$ cat src/rtl/warp_scoreboard.sv
module warp_scoreboard #(
  parameter int NUM_WARPS = 8,
  parameter int SLOTS     = 6,
  parameter int REG_W     = 7
) (
  input  logic                          clk,
  input  logic                          rst_n,
  input  logic                          dec_valid,
  input  logic [$clog2(NUM_WARPS)-1:0]  dec_warp,
  input  logic [REG_W-1:0]              dec_src_a,
  input  logic [REG_W-1:0]              dec_src_b,
  input  logic                          dec_wr_en,
  input  logic [REG_W-1:0]              dec_dst,
  input  logic                          iss_valid,
  input  logic [$clog2(NUM_WARPS)-1:0]  iss_warp,
  output logic [$clog2(SLOTS)-1:0]      iss_slot,
  input  logic                          wb_valid,
  input  logic [$clog2(NUM_WARPS)-1:0]  wb_warp,
  input  logic [$clog2(SLOTS)-1:0]      wb_slot,
  output logic [NUM_WARPS-1:0]          entry_valid,
  output logic [NUM_WARPS-1:0]          ready
);
  localparam int SLOT_W = $clog2(SLOTS);

  logic [SLOTS-1:0] slot_v [NUM_WARPS];
  logic [REG_W-1:0] slot_r [NUM_WARPS][SLOTS];
  logic [NUM_WARPS-1:0] ent_v, ent_wr;
  logic [REG_W-1:0] ent_dst [NUM_WARPS];
  logic [SLOTS-1:0] ent_dep [NUM_WARPS];

  logic [SLOTS-1:0] lk_wb, lk_is, lk_v, dec_dep;
  logic [REG_W-1:0] lk_r [SLOTS];
  logic iss_reserve;

  logic [NUM_WARPS*SLOTS-1:0] busy_flat, dep_flat;

  always_comb begin
    iss_slot = '0;
    for (int s = SLOTS - 1; s >= 0; s--)
      if (!slot_v[iss_warp][s]) iss_slot = SLOT_W'(s);
  end

  assign iss_reserve = iss_valid && ent_v[iss_warp] && ent_wr[iss_warp];

  for (genvar s = 0; s < SLOTS; s++) begin : g_lookup
    assign lk_wb[s] = wb_valid && (wb_warp == dec_warp) && (wb_slot == SLOT_W'(s));
    assign lk_is[s] = iss_reserve && (iss_warp == dec_warp) && (iss_slot == SLOT_W'(s));
    assign lk_v[s]  = lk_is[s] || (slot_v[dec_warp][s] && !lk_wb[s]);
    assign lk_r[s]  = lk_is[s] ? ent_dst[iss_warp] : slot_r[dec_warp][s];
    assign dec_dep[s] = lk_v[s] && ((lk_r[s] == dec_src_a) || (lk_r[s] == dec_src_b) ||
                                    (dec_wr_en && (lk_r[s] == dec_dst)));
  end

  for (genvar w = 0; w < NUM_WARPS; w++) begin : g_warp
    logic hit_dec, hit_iss, hit_wb;
    logic [SLOTS-1:0] wb_clr, is_set;

    assign hit_dec = dec_valid && (dec_warp == w[$clog2(NUM_WARPS)-1:0]);
    assign hit_iss = iss_valid && (iss_warp == w[$clog2(NUM_WARPS)-1:0]);
    assign hit_wb  = wb_valid  && (wb_warp  == w[$clog2(NUM_WARPS)-1:0]);

    for (genvar s = 0; s < SLOTS; s++) begin : g_mask
      assign wb_clr[s] = hit_wb && (wb_slot == SLOT_W'(s));
      assign is_set[s] = hit_iss && iss_reserve && (iss_slot == SLOT_W'(s));
    end

    always_ff @(posedge clk or negedge rst_n) begin
      if (!rst_n) begin
        slot_v[w]  <= '0;
        ent_v[w]   <= 1'b0;
        ent_wr[w]  <= 1'b0;
        ent_dep[w] <= '0;
      end else begin
        slot_v[w] <= (slot_v[w] & ~wb_clr) | is_set;
        if (hit_dec) begin
          ent_v[w]   <= 1'b1;
          ent_wr[w]  <= dec_wr_en;
          ent_dep[w] <= dec_dep;
        end else begin
          if (hit_iss) ent_v[w] <= 1'b0;
          ent_dep[w] <= ent_dep[w] & ~wb_clr;
        end
      end
    end

    always_ff @(posedge clk) begin
      if (hit_dec) ent_dst[w] <= dec_dst;
      for (int s = 0; s < SLOTS; s++)
        if (is_set[s]) slot_r[w][s] <= ent_dst[w];
    end

    assign ready[w] = ent_v[w] && (ent_dep[w] == '0) && !(ent_wr[w] && (&slot_v[w]));
    assign busy_flat[w*SLOTS +: SLOTS] = slot_v[w];
    assign dep_flat[w*SLOTS +: SLOTS]  = ent_dep[w];
  end

  assign entry_valid = ent_v;
endmodule

$ cat config.mk
export PLATFORM = sky130hd
export DESIGN_NAME = warp_scoreboard
export DESIGN_NICKNAME = d
export VERILOG_FILES = /design/src/rtl/warp_scoreboard.sv
export SDC_FILE = /design/constraint.sdc
export NUM_CORES = 1
export LEC_CHECK = 0
export CAP_MARGIN = 15
export CORE_MARGIN = 5
export CORE_UTILIZATION = 62
export DETAILED_ROUTE_END_ITERATION = 8
export DONT_BUFFER_PORTS = 1
export PLACE_DENSITY = 0.85
export SYNTH_ARGS = -nofsm -noshare
export SYNTH_HDL_FRONTEND = slang
export SYNTH_SLANG_ARGS = --single-unit
$ cat constraint.sdc
create_clock -name clk -period 5.2 [get_ports clk]
set_input_delay 0.78 -clock clk [delete_from_list [all_inputs] [get_ports clk]]
set_output_delay 0.78 -clock clk [all_outputs]
set_load 0.005 [all_outputs]
Yosys cells after proc, flatten, opt, wreduce, memory -nomap -nowiden. Memories as Yosys holds them, arrays and structs flattened. Cells that the tools add are included.

Register bits after elaboration: 112. Bits in writable memories: 392. Bits of input ports: 39. Output and inout port bits: 19. Logic and storage cells: 583. Memories: 2.

$lt $le $gt $ge: 3. Equal/unequal tests: 51. Multiplexer cells: 200. Bitwise operators: 34. Reduce and logical (&&, ||, !) cells: 261.

Memories: slot_r (depth 8, width 42, rd ports 1, clocked after Yosys merged registers in 0, wr ports 1, line 26) `logic [REG_W-1:0] slot_r [NUM_WARPS][SLOTS];`; ent_dst (depth 8, width 7, rd ports 9, clocked after Yosys merged registers in 0, wr ports 1, line 28) `logic [REG_W-1:0] ent_dst [NUM_WARPS];`.

Operators with widths (number): 2-to-1 mux 42 bit (7); OR reduction 42 bit (7); logical AND 1 bit (186); 2-to-1 mux 1 bit (137); == test 7 bit (18); 2-to-1 mux 6 bit (19); bitwise AND 6 bit (16); 2-to-1 mux 7 bit (13); 2-to-1 mux 3 bit (20); OR reduction 7 bit (7); == test 3 bit, second input constant (16); logical NOT 6 bit (8); NOT 6 bit (8); bitwise OR 6 bit (8); AND reduction 6 bit (8); binary-select mux 6 bit (select 3 bit) (2); == test 3 x 2 -> 1 bit, second input constant (10); logical OR 1 bit (18); nonzero test 2 bit (8); == test 3 x 1 -> 1 bit, second input constant (5); logical NOT 3 bit (5); logical NOT 1 bit (14); >= comparator 4 bit, second input constant (2); NOT 3 -> 4 bit (2); 3 further kinds (5).

Logic depth before layout (Yosys ltp). Gate-level depths: netlist (run 1).

Word-level depth: 22. Mapped depth: 16.

Least setup slack after synthesis (run 1). No wires, ideal clock.

Path kind: input to register. Start point: in iss_warp[1]. End point: reg ent_dep, in the netlist dep_flat[47]. Data arrival time: 3.755 ns. Data required time: 5.108 ns. Setup slack: 1.353 ns. Stages on the path: 12. Buffers on the path: 3. Cell sequence: buf_2 > mux4_2 > and2_1 > buf_4 > o21ai_2 > nor3_4 > o21a_1 > or4b_1 > or4_1 > o311a_1 > buf_6 > o31ai_2.

Cells in the longest elaborated chain, start to end: 18.

Ends and longest elaborated chain: start: declaration (line 15) `input logic [$clog2(NUM_WARPS)-1:0] iss_warp,`; NOT 3 -> 4 bit (not written as such) (line 40) `if (!slot_v[iss_warp][s]) iss_slot = SLOT_W'(s);`; binary-select mux 6 bit (select 3 bit) (line 40); 2-to-1 mux 6 bit (not written as such) (2 in series) (line 40); 2-to-1 mux 3 bit (6 in series) (line 40); == test 3 bit (line 47) `assign lk_is[s] = iss_reserve && (iss_warp == dec_warp) && (iss_slot == SLOT_W'(s));`; logical AND 1 bit (line 47); 2-to-1 mux 7 bit (line 49) `assign lk_r[s] = lk_is[s] ? ent_dst[iss_warp] : slot_r[dec_warp][s];`; == test 7 bit, on equally long branches (line 50, 51); logical OR 1 bit / logical AND 1 bit (equally long branches) (line 50, 51); logical OR 1 bit (line 50) `assign dec_dep[s] = lk_v[s] && ((lk_r[s] == dec_src_a) || (lk_r[s] == dec_src_b) ||`; logical AND 1 bit * (line 50); 2-to-1 mux 6 bit * (line 75) `if (hit_dec) begin`; end signal: indexed assignment (line 78) `ent_dep[w] <= dec_dep;`; end signal: indexed assignment (line 81) `ent_dep[w] <= ent_dep[w] & ~wb_clr;`; end: declaration (line 29) `logic [SLOTS-1:0] ent_dep [NUM_WARPS];`.

Every way passes the cells marked *; elsewhere a longest branch is shown, timed or not. The select of a mux whose other input is x is not followed. A chain may end at the register's enable or synchronous reset.

Final worst setup path (run 1).
Start point: reg ent_v[2] (netlist: entry_valid[2]). End point: reg ent_dep, in the netlist dep_flat[16].

Cells in the longest elaborated chain, start to end: 12.

Ends and longest elaborated chain: start: declaration (line 27) `logic [NUM_WARPS-1:0] ent_v, ent_wr;`; start signal: indexed assignment (line 70) `ent_v[w] <= 1'b0;`; start signal: indexed assignment (line 76) `ent_v[w] <= 1'b1;`; start signal: indexed assignment (line 80) `if (hit_iss) ent_v[w] <= 1'b0;`; binary-select mux 1 bit (select 3 bit) * (line 43) `assign iss_reserve = iss_valid && ent_v[iss_warp] && ent_wr[iss_warp];`; 2-to-1 mux 1 bit (not written as such) * (line 43); logical AND 1 bit * (2 in series) (line 43); logical AND 1 bit * (2 in series) (line 47); 2-to-1 mux 7 bit (line 49); == test 7 bit, on equally long branches (line 50, 51); logical OR 1 bit / logical AND 1 bit (equally long branches) (line 50, 51); logical OR 1 bit (line 50); logical AND 1 bit * (line 50); 2-to-1 mux 6 bit * (line 75).

Marks and branches as above.

==> qor.yml, run 1 <==
syn_nets: 1704
tns_ns: 0
cts_root_buffer: "clkbuf_16"
switching_share_pct: 24.8
totalPowerFinal_mw: 8.71
routed_wl_um: 82100
die_w_um: 206
r2r-end: "dep_flat[16]"
cp.required_ns: 5.70
synth_edf_count: 392
hold_viol: 0
finalSetupViolations: 0
fin_skew_ns: 0.0336
synth_top_area_cell: "edfxtp_1"
fin_nets: 1704
met2_usage_pct: 57.5
status: "completed"
grt_pass1_wl_um: 117000
port_buffers: 0
cts_buffer_depth: 3
h-tree-depth: 2
drv_slew: 0
stdcell_area_um2: 25800
ys_warn_count: 0
grt_usage_pct: 39.1
finish.utilization_pct: 67.3
internal_power_mw: 6.55
max_freq_mhz: 246
yosys-top-cells-count: "392 x edfxtp_1, 140 x nand2_1, 113 x mux4_2"
vdd_drop_max_mv: 0.321
grt_pass1_vias: 16300
powerDensity_nw_per_um2: 337
end_kind: "flip-flop"
final_antenna_net_count: 0
worstPathArrival_ns: 4.56
clk_latency_ns: 0.61
cp-start-kind: "flip-flop"
drt_iter0_drc: 2991
die_y_um: 206
syn_area_um2: 23900
p_leak_nw: 9.52
core_area_um2: 38400
grt_start_max_net_pins: 113
worst-setup-path-type: "reg -> reg"
top_usage_layer: "met2"
via_count: 16600
cts_buffers: 46
ys_seq_area_share_pct: 61.0
synth.avg_cell_area_um2: 14.4
reg2reg_slack_ns: 1.14
drc: 0
synth_seq_cells: 504
post-route-min-period_ns: 4.06
cts.sinks: 504
ys_types: 97
critPathLaunch: "entry_valid[2]"
via_per_inst: 7.49
dieArea_um2: 42600
p_clk_share_pct: 37.7
synth_async_sr_flop_share_pct: 22.2
ys.flop_type: "edfxtp_1"
hold_path_class: "in -> async"
dr.pass1.iters: 6
post-dp-hpwl_um: 57500
clkTransAtPathRegs_ns: 0.07
synth_top_area_share_pct: 49.3
cts_resized: 0
whs_ns: 0.148
grt_overflow: 0
synth.most_common_cell: "edfxtp_1"
crit_path_max_fanout: 9
tightest_slew_ns: 1.39
drt-wirelength-per-cell_um: 37.0
row_count: 72
rsz0062_at_grt: "false"
gp_routability_congestion: 1.02
switching_power_mw: 2.16
start_util_pct: 62.3
synth.area.top_cells: "edfxtp_1 49%, dfrtp_1 12%, mux4_2 11%"
relSlewSlack_pct: 7.11
cts_tree: "built"
grtUsageMet1_pct: 53.0
placed_area_um2: 24400
syn_inst: 1665
syn_to_final_growth_pct: 8.09
min_period_over_period_pct: 78.1
p_seq_share_pct: 52.0
layout-drive-gt1-share_pct: 16.2
antenna_found_initial: 2
reg2reg_depth: 10
grtUsageMet3_pct: 14.5
combinationalPowerShare_pct: 10.2
ioPinCount: 58
crit-reg2reg-launch: "entry_valid[2]"
cap_violations: 0
## timing repair
item | CTS | global route
hold endpoints to repair | 112 | 0
hold buffers | 1 | 0
setup buffers | 0 | 0
## layout by cell type (no fill, tap or decap), types with 8 or more instances in the layout
master     synthesis  routed
a21o_1            64      64
a21oi_1           24      24
a41oi_1           10      10
and2_1             9       9
and3_1            16      16
and4_1             8       8
buf_4             11      35
clkbuf_1          35      15
clkbuf_16          0      47
clkinv_1           3      12
dfrtp_1          112     112
edfxtp_1         392     392
inv_1             28      28
mux2_2            19      19
mux2i_1           73      73
mux4_2           113     113
nand2_1          140     140
nand2b_1           9       9
nand3_1           62      62
nand4_1           23      23
nor2_1           100     100
nor3_1            26      26
nor4_1            15      15
nor4b_1            8       8
o21ai_0           45      45
o21ai_1           15      15
o22ai_1            9       9
o31ai_1           10      10
o31ai_2            8       8
xnor2_1           86      86
xor2_1            26      26
## power by group through the flow
stage	registers (mW)	logic [mW]	clock network (mW)
finish	4.53	0.892	3.29
global route	4.53	0.933	3.47
CTS	4.52	0.862	3.28
detailed placement	4.61	0.834	0
global placement	4.60	0.823	0
floorplan	4.54	0.662	0
## worst max-delay path, cell delays in order (launching register included)
cell       delay, ns
dfrtp_1         0.45
and2_1          0.22
mux4_2          0.52
and2_1          0.31
o2111ai_1       0.66
o21ai_1         0.21
o31ai_1         0.19
mux2i_1         0.14
or4_1           0.56
a32o_1          0.49
o21ai_1         0.23
## stage by stage
step / worst slack (ns) / std cells
detailed placement: 0.970 / 2132
global placement: 0.964 / 2132
finish: 1.14 / 2218
floorplan: 1.35 / 1665
CTS: 1.24 / 2215
global route: 0.977 / 2217
## state kept, by name (all words and copies together) (netlist names)
register / cells
dep_flat: 48
busy_flat: 48
ent_wr: 8
entry_valid: 8
slot_r: 336
ent_dst: 56
## how the worst max path moves through the flow
stage | to | slack [ns] | cells after the start
after floorplan | dep_flat[47] | 1.35 | 12
after global placement | dep_flat[40] | 0.96 | 9
after detailed placement | dep_flat[30] | 0.97 | 11
after CTS | dep_flat[22] | 1.24 | 10
after global routing | dep_flat[10] | 0.98 | 10
final | dep_flat[16] | 1.14 | 10
## layout make-up
type	count	area, um2
Antenna cell	1	2.50
Clock buffer	62	1230
Clock inverter	20	189
Fill cell	2576	12500
Inverter	35	131
Multi-Input combinational cell	1040	8740
Sequential cell	504	14600
Tap cell	518	648
Timing Repair Buffer	38	313
## per-layer routing
layer  up-vias  routed length (um)
met2      1723               35800
met1      8076               27700
met4         4                4910
li1       6443                   -
met3       357               13600
met5         -                  22
## kinds of logic (layout without fill, tap and decap cells)
kind of cell           Yosys count  after routing  synth area share [%]
AND/OR/NAND/NOR                458            458                  9.48
XOR/XNOR                       112            112                  4.10
AO/OA/AOI/OAI                  256            256                  7.86
other                            0              1                     0
multiplexers                   214            214                  15.1
flip-flops                     504            504                  61.0
buffers and inverters          121            155                  2.44
Power figures use the tool's default switching activity.
==> run 2: changes to the inputs <==
CORE_UTILIZATION = 58   (was 62)
PLACE_DENSITY = 0.83   (was 0.85)
clock period = 3.5 ns   (was 5.2 ns; I/O delays follow)
==> qor.yml, run 2 (synthesized netlist as in run 1, its figures left out) <==
crit-reg2reg-launch: "busy_flat[34]"
cts_root_buffer: "clkbuf_16"
clkTransAtPathRegs_ns: 0.07  # about the same
stdcell_area_um2: 28200  # +9.1%
cap_violations: 0  # unchanged
post-route-min-period_ns: 3.67  # -0.396 ns
ioPinCount: 58  # unchanged
regMostFlops: "slot_r"
cts_buffer_depth: 3  # unchanged
rsz0062_at_grt: "true"
cts.sinks: 504  # unchanged
drc: 3  # +3
die_y_um: 213  # +3.2%
worst-setup-path-type: "reg -> reg"
totalPowerFinal_mw: 13.4  # +54%
core_area_um2: 40800  # +6.4%
hold_viol: 0  # unchanged
fin_skew_ns: 0.0245  # -0.00912 ns
finalSetupViolations: 11  # +11
via_per_inst: 7.39  # -1.3%
drv_slew: 0  # unchanged
gp_routability_congestion: 1.05  # +2.6%
tightest_slew_ns: 1.44  # +0.0483 ns
powerDensity_nw_per_um2: 476  # +41%
drt-wirelength-per-cell_um: 36.4  # -1.7%
grt_overflow: 0  # unchanged
cts_buffers: 47  # +2.2%
placed_area_um2: 26100  # +7.1%
dr.pass1.iters: 9  # +3
violations: "design-rule violations, negative setup slack"
drt_iter0_drc: 3502  # +17%
fin_nets: 1925  # +13%
cp-start-kind: "flip-flop"
fin_ws_ns: -0.165  # -1.30 ns
crit_path_max_fanout: 8  # -1
start_util_pct: 58.5  # -3.7 points
grt_pass1_vias: 17600  # +8.4%
biggestRegsByFlops: "slot_r: 336 flops, ent_dst: 56 flops"
post-dp-hpwl_um: 61400  # +6.9%
row_count: 74  # +2.8%
worstPathArrival_ns: 4.15  # -0.41 ns
status: "complete, but fails checks"
h-tree-depth: 2  # unchanged
cp.required_ns: 3.98  # -1.72 ns
die_w_um: 213  # +3.2%
slowest_delay_ns: 0.50  # -0.16 ns
whs_path_depth: 0
relSlewSlack_pct: 3.88  # -3.2 points
hold_path_class: "in -> reg"
syn_to_final_growth_pct: 18.0
hold_path_startpoint: "dec_dst[3]"
path_cells: "mux2_4 -> o221ai_4 -> a21oi_4 -> buf_6 -> a2111oi_4 -> buf_12 -> mux2i_4 -> xnor2_1 -> nand4_1 -> or4_4 -> a32o_4 -> o21ai_2"
mostFrequentLayoutCells: "392 x edfxtp_1, 232 x buf_4, 140 x nand2_1"
antenna_found_initial: 6  # +4
cts_tree: "built"
layout_commonest_cell: "edfxtp_1"
max_freq_mhz: 273  # +11%
clk_latency_ns: 0.58  # -0.03 ns
largest_reg_flops: 336  # unchanged
final_antenna_net_count: 0  # unchanged
grt_usage_pct: 39.1  # about the same
routed_wl_um: 89500  # +9.1%
end_kind: "flip-flop"
cp_slowest_cell: "or4_4"
min_period_over_period_pct: 105  # +27 points
tns_ns: -1.15  # -1.15 ns
p_leak_nw: 10.8  # +13%
reg2reg_depth: 12  # +2
critPathLaunch: "busy_flat[34]"
grt_pass1_wl_um: 125000  # +6.9%
vdd_drop_max_mv: 0.407  # +27%
layout-drive-gt1-share_pct: 28.9  # +13 points
port_buffers: 0  # unchanged
via_count: 18200  # +9.5%
grt_start_max_net_pins: 113  # unchanged
dieArea_um2: 45400  # +6.6%
-- run 2: stage by stage --
| step | utilization (%) | instances | hold WS, ns | setup slack [ns] |
|---|---|---|---|---|
| floorplan | - | 1665 | 0.229 | 0.0120 |
| global placement | 63.9 | 2344 | 0.232 | -0.144 |
| detailed placement | 63.9 | 2344 | 0.231 | -0.154 |
| CTS | 67.7 | 2433 | 0.0336 | -0.00994 |
| global route | 69.0 | 2456 | 0.0319 | -0.252 |
| finish | 69.0 | 2460 | 0.0461 | -0.165 |
-- run 2: routing by layer --
layer	vias up	part of all wire [%]	track usage [%]
met5	-	0.031	0
met4	4	7.3	18.8
met3	481	17	15.1
met2	2041	44	59.4
met1	8763	32	50.2
li1	6889	-	-
-- run 2: power by group --
group	leakage [nW]	total, mW	switching (mW)	internal (mW)
logic	5.01	1.85	1.01	0.834
registers	5.05	6.66	0.106	6.55
clock network	0.699	4.92	2.25	2.67
total	10.8	13.4	3.37	10.1
-- run 2: worst paths after layout --
| path | to | slack (ns) |
|---|---|---|
| min in group asynchronous | busy_flat[9] | 0.62 |
| min reg2reg | dep_flat[26] | 0.51 |
| max reg2reg | dep_flat[10] | -0.17 |
| max | dep_flat[10] | -0.17 |
| min | ent_dst[0][3] | 0.05 |
| max in group asynchronous | busy_flat[31] | 2.38 |
-- run 2: critical path, delay by kind of cell (launching register included) --
family	cells	cell delay [ns]
compound gates	5	1.39
simple gates	2	0.63
mux	2	0.59
flops	1	0.43
buf+inv	2	0.35
xor+xnor	1	0.16
-- run 2: what timing repair did --
item | CTS | global route
setup buffers | 1 | 19
endpoints found under the hold margin | 112 | 0
setup endpoints to repair | 33 | 48
pin swaps | 3 | 34
hold buffers | 2 | 0
resized for setup | 15 | 73
-- run 2: cell type report --
type | instances | area [um2]
flip-flops and latches | 504 | 14600
multi-input cells | 1040 | 9190
repair buffers | 258 | 2190
inverters | 35 | 131
clock inverters | 20 | 165
fillers | 2539 | 12600
diodes | 5 | 12.5
well taps | 532 | 666
clock buffers | 66 | 1260
